$ cat src/rtl/irq_vec_pkg.sv
package irq_vec_pkg;
   // one slot unit is a four-byte word
   localparam int unsigned SLOT_UNIT_SHIFT = 2;
   // cause offset applied to external interrupt lines
   localparam int unsigned EXT_CAUSE_BASE  = 64;
endpackage

$ cat src/rtl/irq_pend_cap.sv
module irq_pend_cap #(
   parameter int unsigned NUM_LINES = 13,
   parameter int unsigned IN_W      = 16,
   parameter int unsigned ADDR_W    = 32,
   parameter int unsigned VS_W      = 3
) (
   input  logic                 clk,
   input  logic                 rst_n,
   input  logic [IN_W-1:0]      irq_in,
   input  logic [NUM_LINES-1:0] line_en,
   input  logic                 glb_ie,
   input  logic                 dbg_mode,
   input  logic [ADDR_W-1:0]    entry_base,
   input  logic [VS_W-1:0]      vs_sel,
   output logic [NUM_LINES-1:0] pend_q,
   output logic [NUM_LINES-1:0] mask_q,
   output logic                 gate_q,
   output logic [ADDR_W-1:0]    base_q,
   output logic [VS_W-1:0]      vs_q
);
   // lines above NUM_LINES are dropped here
   logic [NUM_LINES-1:0] used_lines;
   assign used_lines = irq_in[NUM_LINES-1:0];

   logic [IN_W-NUM_LINES:0] spare_unused;
   assign spare_unused = {irq_in[IN_W-1:NUM_LINES-1]};

   always_ff @(posedge clk or negedge rst_n) begin
      if (!rst_n) begin
         pend_q <= '0;
         mask_q <= '0;
         gate_q <= 1'b0;
         base_q <= '0;
         vs_q   <= '0;
      end else begin
         pend_q <= used_lines;
         mask_q <= line_en;
         gate_q <= glb_ie & ~dbg_mode;
         base_q <= entry_base;
         vs_q   <= vs_sel;
      end
   end
endmodule

$ cat src/rtl/irq_prio_pick.sv
module irq_prio_pick #(
   parameter int unsigned NUM_LINES = 13,
   parameter int unsigned IDX_W     = 4
) (
   input  logic [NUM_LINES-1:0] live,
   output logic                 any_live,
   output logic [IDX_W-1:0]     top_idx
);
   // ascending scan: the last hit is the highest line
   always_comb begin
      top_idx = '0;
      for (int i = 0; i < NUM_LINES; i++) begin
         if (live[i]) top_idx = IDX_W'(i);
      end
   end

   assign any_live = |live;
endmodule

$ cat src/rtl/irq_vec_addr.sv
module irq_vec_addr #(
   parameter int unsigned ADDR_W     = 32,
   parameter int unsigned VS_W       = 3,
   parameter int unsigned IDX_W      = 4,
   parameter int unsigned CAUSE_BASE = 64
) (
   input  logic [ADDR_W-1:0] base,
   input  logic [VS_W-1:0]   vs,
   input  logic [IDX_W-1:0]  idx,
   output logic [ADDR_W-1:0] addr
);
   import irq_vec_pkg::*;

   localparam int unsigned SH_W = VS_W + 2;

   logic [ADDR_W-1:0] slot;
   logic [SH_W-1:0]   shamt;
   logic [ADDR_W-1:0] offset;

   generate
      if (CAUSE_BASE == 0) begin : g_no_cause
         assign slot = ADDR_W'(idx);
      end else begin : g_cause
         assign slot = ADDR_W'(CAUSE_BASE) + ADDR_W'(idx);
      end
   endgenerate

   assign shamt  = SH_W'(vs) + SH_W'(SLOT_UNIT_SHIFT);
   assign offset = (vs == '0) ? '0 : (slot << shamt);
   assign addr   = base + offset;
endmodule

$ cat src/rtl/irq_vec_sel.sv
module irq_vec_sel #(
   parameter int unsigned NUM_LINES  = 13,
   parameter int unsigned IN_W       = 16,
   parameter int unsigned ADDR_W     = 32,
   parameter int unsigned VS_W       = 3,
   parameter int unsigned CAUSE_BASE = irq_vec_pkg::EXT_CAUSE_BASE,
   localparam int unsigned IDX_W     = $clog2(NUM_LINES)
) (
   input  logic                 clk,
   input  logic                 rst_n,
   input  logic [IN_W-1:0]      irq_in,
   input  logic [NUM_LINES-1:0] line_en,
   input  logic                 glb_ie,
   input  logic                 dbg_mode,
   input  logic [ADDR_W-1:0]    entry_base,
   input  logic [VS_W-1:0]      vs_sel,
   output logic                 irq_req,
   output logic [IDX_W-1:0]     irq_idx,
   output logic [ADDR_W-1:0]    vec_addr
);
   generate
      if (NUM_LINES < 2 || NUM_LINES >= IN_W) begin : g_bad_lines
         $error("irq_vec_sel: NUM_LINES must be at least 2 and below IN_W");
      end
      if (VS_W < 1 || VS_W > 4) begin : g_bad_vs
         $error("irq_vec_sel: VS_W must lie in 1..4");
      end
      if (ADDR_W < 16) begin : g_bad_addr
         $error("irq_vec_sel: ADDR_W too small");
      end
   endgenerate

   logic [NUM_LINES-1:0] pend_q;
   logic [NUM_LINES-1:0] mask_q;
   logic                 gate_q;
   logic [ADDR_W-1:0]    base_q;
   logic [VS_W-1:0]      vs_q;
   logic [NUM_LINES-1:0] live;
   logic                 any_live;

   irq_pend_cap #(
      .NUM_LINES (NUM_LINES),
      .IN_W      (IN_W),
      .ADDR_W    (ADDR_W),
      .VS_W      (VS_W)
   ) cap_i (
      .clk        (clk),
      .rst_n      (rst_n),
      .irq_in     (irq_in),
      .line_en    (line_en),
      .glb_ie     (glb_ie),
      .dbg_mode   (dbg_mode),
      .entry_base (entry_base),
      .vs_sel     (vs_sel),
      .pend_q     (pend_q),
      .mask_q     (mask_q),
      .gate_q     (gate_q),
      .base_q     (base_q),
      .vs_q       (vs_q)
   );

   assign live = pend_q & mask_q;

   irq_prio_pick #(
      .NUM_LINES (NUM_LINES),
      .IDX_W     (IDX_W)
   ) pick_i (
      .live     (live),
      .any_live (any_live),
      .top_idx  (irq_idx)
   );

   irq_vec_addr #(
      .ADDR_W     (ADDR_W),
      .VS_W       (VS_W),
      .IDX_W      (IDX_W),
      .CAUSE_BASE (CAUSE_BASE)
   ) addr_i (
      .base (base_q),
      .vs   (vs_q),
      .idx  (irq_idx),
      .addr (vec_addr)
   );

   assign irq_req = any_live & gate_q;
endmodule

$ cat config.mk
export PLATFORM = sky130hd
export DESIGN_NAME = irq_vec_sel
export DESIGN_NICKNAME = d
export VERILOG_FILES = /design/src/rtl/irq_vec_pkg.sv /design/src/rtl/irq_pend_cap.sv /design/src/rtl/irq_prio_pick.sv /design/src/rtl/irq_vec_addr.sv /design/src/rtl/irq_vec_sel.sv
export SDC_FILE = /design/constraint.sdc
export NUM_CORES = 1
export LEC_CHECK = 0
export CAP_MARGIN = 40
export CORE_MARGIN = 2
export CORE_UTILIZATION = 52
export DETAILED_ROUTE_END_ITERATION = 12
export PLACE_DENSITY = 0.86
export SLEW_MARGIN = 10
export SYNTH_ARGS = -nofsm -noshare
export SYNTH_HDL_FRONTEND = slang
export SYNTH_SLANG_ARGS = --single-unit
$ cat constraint.sdc
create_clock -name clk -period 8.9 [get_ports clk]
set_clock_uncertainty 0.2 [all_clocks]
set_input_delay 2.225 -clock clk [delete_from_list [all_inputs] [get_ports clk]]
set_output_delay 2.225 -clock clk [all_outputs]
set_load 0.03 [all_outputs]
## Word level (Yosys, flattened, before mapping)

Index checks and enable logic that the tools add are counted.

- Register bits: 62
- Logic and storage cells: 28

- Add/sub/neg operators: 3
- Shift operators: 1
- Muxes and demuxes: 13
- Bitwise operators: 4
- Reduce and logical (&&, ||, !) cells: 2

Operators with widths:

| operator | number |
|---|---|
| $add A32 B32 Y32 | 1 |
| $mux W32 | 1 |
| $shl A32 B5 Y32 | 1 |
| $mux W4 | 5 |
| $and A13 B13 Y13 | 1 |
| $reduce_or A13 Y1 | 1 |
| $mux W3 | 4 |
| $add A7 B4 Y8 const A | 1 |
| $add A3 B2 Y4 const B | 1 |
| $mux W2 | 2 |
| $logic_not A3 Y1 | 1 |
| $and A1 B1 Y1 | 2 |
| $mux W1 | 1 |
| $not A1 Y1 | 1 |

## Longest topological paths before layout

- Depth after elaboration: 17
- Gate-level depth with buffers: 15
- Depth with buffers taken out: 15

## By module

From an unflattened synthesis, not the netlist that was laid out.

- Cells, all modules: 374
- Area, all modules: 3631.0 um^2

By module, submodules not included:

| module | times used | cells each | area each (um^2) | seq. area each (um^2) |
|---|---|---|---|---|
| irq_vec_addr | 1 | 275 | 1856.8 | 0.0 |
| irq_pend_cap | 1 | 63 | 1565.3 | 1551.5 |
| irq_prio_pick | 1 | 22 | 121.4 | 0.0 |
| irq_vec_sel | 1 | 14 | 87.6 | 0.0 |

## Worst setup path after synthesis

OpenSTA, ideal clock, no wires.

- Kind: reg2out
- From: register cap_i.pend_q[9]
- To: output vec_addr[16]
- Arrival time: 3758 ps
- Data required time: 6475 ps
- Slack: 2717 ps
- Stages on the path, launching flop included: 16
- Buffers on the path: 0
- Cell sequence: dfrtp_1 -> nand2_1 -> a32o_1 -> a21oi_2 -> and2_1 -> nand3_1 -> nor3_1 -> ha_1 -> inv_1 -> fa_1 -> nor2b_1 -> o2111ai_1 -> a21oi_2 -> o21ba_4 -> nor2_2 -> o311ai_1

- Cells in the longest elaborated chain, start to end: 9

RTL lines:

| item | line | RTL |
|---|---|---|
| start, declared | irq_pend_cap.sv:15 | `output logic [NUM_LINES-1:0] pend_q,` |
| start signal, assigned | irq_pend_cap.sv:36 | `pend_q <= used_lines;` |
| $and A13 B13 Y13 | irq_vec_sel.sv:62 | `assign live = pend_q & mask_q;` |
| $mux W4 (4 in a row) | irq_prio_pick.sv:13 | `if (live[i]) top_idx = IDX_W'(i);` |
| via irq_idx[0] | irq_vec_sel.sv:18 | `output logic [IDX_W-1:0] irq_idx,` |
| $add A7 B4 Y8 | irq_vec_addr.sv:24 | `assign slot = ADDR_W'(CAUSE_BASE) + ADDR_W'(idx);` |
| $shl A32 B5 Y32 | irq_vec_addr.sv:29 | `assign offset = (vs == '0) ? '0 : (slot << shamt);` |
| $mux W32 | irq_vec_addr.sv:29 |  |
| $add A32 B32 Y32 | irq_vec_addr.sv:30 | `assign addr = base + offset;` |
| end, declared | irq_vec_sel.sv:19 | `output logic [ADDR_W-1:0] vec_addr` |

The timed path passes the listed nets, and every way through them passes these cells.

## Worst setup path after layout

- From: register cap_i.pend_q[6]
- To: output vec_addr[27]

- Cells in the longest elaborated chain, start to end: 12

RTL lines:

| item | line |
|---|---|
| $and A13 B13 Y13 | irq_vec_sel.sv:62 |
| $mux W3 (2 in a row) | irq_prio_pick.sv:13 |
| $mux W4 (5 in a row) | irq_prio_pick.sv:13 |
| $add A7 B4 Y8 | irq_vec_addr.sv:24 |
| $shl A32 B5 Y32 | irq_vec_addr.sv:29 |
| $mux W32 | irq_vec_addr.sv:29 |
| $add A32 B32 Y32 | irq_vec_addr.sv:30 |

No other way between the ends.

==> impl_metrics.json <==
{
  "result_of_the_run": "complete, no violations",
  "groute.usage.overall_pct": 25.20,
  "core-area_um2": 7137,
  "worstPathMaxFanout": 5,
  "post_cts.resized_instances": 0,
  "ir_worst_vdd_v": 0.0001501,
  "clock.fmax_mhz": 140.6,
  "worst_ep_required_time_ns": 6.48,
  "fp.dieW_um": 89.27,
  "timing.slew.headroom_pct": 47.94,
  "syn_to_layout_area_delta_pct": 33.32,
  "dp_hpwl_um": 7166,
  "tritoncts": "done",
  "floorplan.io_pins": 105,
  "grt_pass1_vias": 3370,
  "synth_nets": 480,
  "initial_utilization_pct": 52.98,
  "ys.flop_type": "dfrtp_1",
  "power.density_nw_per_um2": 168.2,
  "floorplan.die.height_um": 89.27,
  "worst_setup_sp_type": "flop",
  "synth_async_sr_flop_share_pct": 100.0,
  "post_synth_inst_count": 388,
  "post_synth_instance_area_um2": 3781,
  "fin_crit_ns": 7.111,
  "cts_made_buffers": 9,
  "avgSynthCellArea_um2": 9.745,
  "route.antenna.remaining_nets": 0,
  "post_synthesis_cell_type_with_the_largest_combined_area": "dfrtp_1",
  "via_count": 3427,
  "hold_path_class": "primary input to asynchronous set/reset pin",
  "timing.hold.ws_ns": 1.816,
  "cts.sink_count": 62,
  "fin_setup_tns_ns": 0,
  "synth-seq-cells": 62,
  "grt_first_pass_wirelength_um": 15350,
  "post_route_cells_drive_above_1_share_pct": 8.961,
  "post_synthesis_sequential_area_ratio_pct": 41.03,
  "final_period_utilization_pct": 79.90,
  "antenna-diode-count": 0,
  "clock-root-buffer": "clkbuf_8",
  "floorplan.rows": 31,
  "grt_overflow_total": 0,
  "cts.reportedPaths.clkPinSlew_ns": 0.08,
  "yosys_warnings": 0,
  "cts_buffer_depth": 2,
  "synth.area.top_cells": "dfrtp_1 41%, ha_1 7.6%, xnor2_1 3.5%, nand2_1 3.1%, nand3_1 2.9%",
  "design.die.area_um2": 7969,
  "timing_worst_setup_path_type": "flop to output port",
  "drt-pass1-iter-count": 5,
  "most_common_cell_after_layout_fill_and_taps_aside": "clkdlybuf4s50_1",
  "synth-edff-count": 0,
  "critPathCaptureType": "output port",
  "worstPathArrival_ns": 4.69,
  "post_cts.repair.setup_buffers": 0,
  "unrepaired_setup_endpoints_after_global_routing": "false",
  "gp_routability_congestion": 0.9207,
  "maxCapViolCount": 0,
  "setup_viol_count_final": 0,
  "hold_buffers": 0,
  "place_ws_ns": 2.267,
  "final.setup.worst_slack_ns": 1.789,
  "wl_per_cell_um": 16.07,
  "max_slew.worst_pin.slew_ns": 0.7808,
  "p_leak_nw": 2.103,
  "drt_first_iter_violations": 208,
  "avgViaCountPerCell": 5.808,
  "post_synth_cell_types": 73,
  "post-synth-top-area-fraction_pct": 41.03,
  "layout.nets": 578,
  "routed_wirelength_um": 9484,
  "port-buffer-count": 101,
  "antenna_found_initial": 0,
  "grt_start_max_net_pins": 63,
  "layout_common_cells": "100 x clkdlybuf4s50_1, 62 x dfrtp_1, 31 x nand2_1, 23 x ha_1, 22 x nand3_1",
  "drc": 0,
  "hold_viol": 0,
  "timing.final.max_slew_violations": 0,
  "cts_max_level": 3
}
==> where the power goes <==
part / internal, mW / switching, mW
Combinational: 0.127 / 0.161
Sequential: 0.296 / 0.0114
Clock: 0.130 / 0.124
Total: 0.552 / 0.296
==> final cells by class <==
type                            instances  area [um2]
Inverter                               11       41.29
Multi-Input combinational cell        300        2113
Fill cell                             564        2096
Timing Repair Buffer                  102        1013
Sequential cell                        62        1551
Clock inverter                          7       73.82
Tap cell                               99       123.9
Clock buffer                            9       123.9
==> logic make-up after synthesis <==
family | synth area share (%)
buf+inv | 3.077
mux | 0.2978
compound gates | 24.12
xor+xnor | 5.096
fa+ha+maj | 8.140
simple gates | 18.23
flops | 41.03
==> through the flow <==
| step | power, mW | utilization, % | std cells | area [um2] |
|---|---|---|---|---|
| after floorplan | 0.4862 | - | 388 | 3781 |
| after global placement | 0.5908 | 67.86 | 574 | 4843 |
| after detailed placement | 0.5980 | 67.86 | 574 | 4843 |
| after CTS | 0.8524 | 70.63 | 590 | 5041 |
| after global routing | 0.8936 | 70.63 | 590 | 5041 |
| final | 0.8481 | 70.63 | 590 | 5041 |
==> critical path: stages (launching register included) <==
cell and delay, ns:
dfrtp_1 0.40, a22o_1 0.26, nand3b_1 0.19, a31oi_1 0.33, inv_2 0.10, a221oi_2 0.41
a211oi_1 0.13, ha_1 0.46, o211ai_1 0.16, o211a_1 0.31, o22a_1 0.25, o211ai_2 0.31
nand4_1 0.17, xnor2_1 0.18, clkdlybuf4s50_1 0.70
==> synthesized netlist by cell type (all sizes together) (3+ instances only) <==
master   number
dfrtp        62
nand2        31
a21oi        27
ha           23
nor2         23
nand3        22
nor3         16
xnor2        15
o21ai        14
clkbuf       11
inv          11
a211oi       10
o211ai       10
a21o          9
nand4         8
xor2          7
and3          6
a22o          5
a31oi         5
nor2b         5
o21a          5
or2           5
and2          4
buf           4
nand2b        4
a32o          3
o2111ai       3
o31ai         3
or3           3
==> final timing paths <==
path / from / end / slack [ns] / depth (start not counted)
setup / recovery: cap_i.pend_q[6] / vec_addr[27] / 1.79 / 14
hold / removal: rst_n / cap_i.base_q[14] / 1.82 / 2
max in group asynchronous: rst_n / cap_i.base_q[11] / 6.17 / 2
min in group clk: vs_sel[0] / cap_i.vs_q[0] / 2.11 / 1
==> state kept, by name, indices dropped and copies added, names as in the netlist <==
signal        cells
cap_i.mask_q     13
cap_i.gate_q      1
cap_i.vs_q        3
cap_i.base_q     32
cap_i.pend_q     13
==> layer usage <==
metal | wire length, um | up-vias | GRT usage (%)
met5 | 0 | - | 0
met4 | 259 | 0 | 10.85
met2 | 4507 | 159 | 40.07
li1 | - | 1650 | -
met1 | 4057 | 1595 | 32.25
met3 | 659 | 23 | 7.110
(Power assumes the default switching activity.)
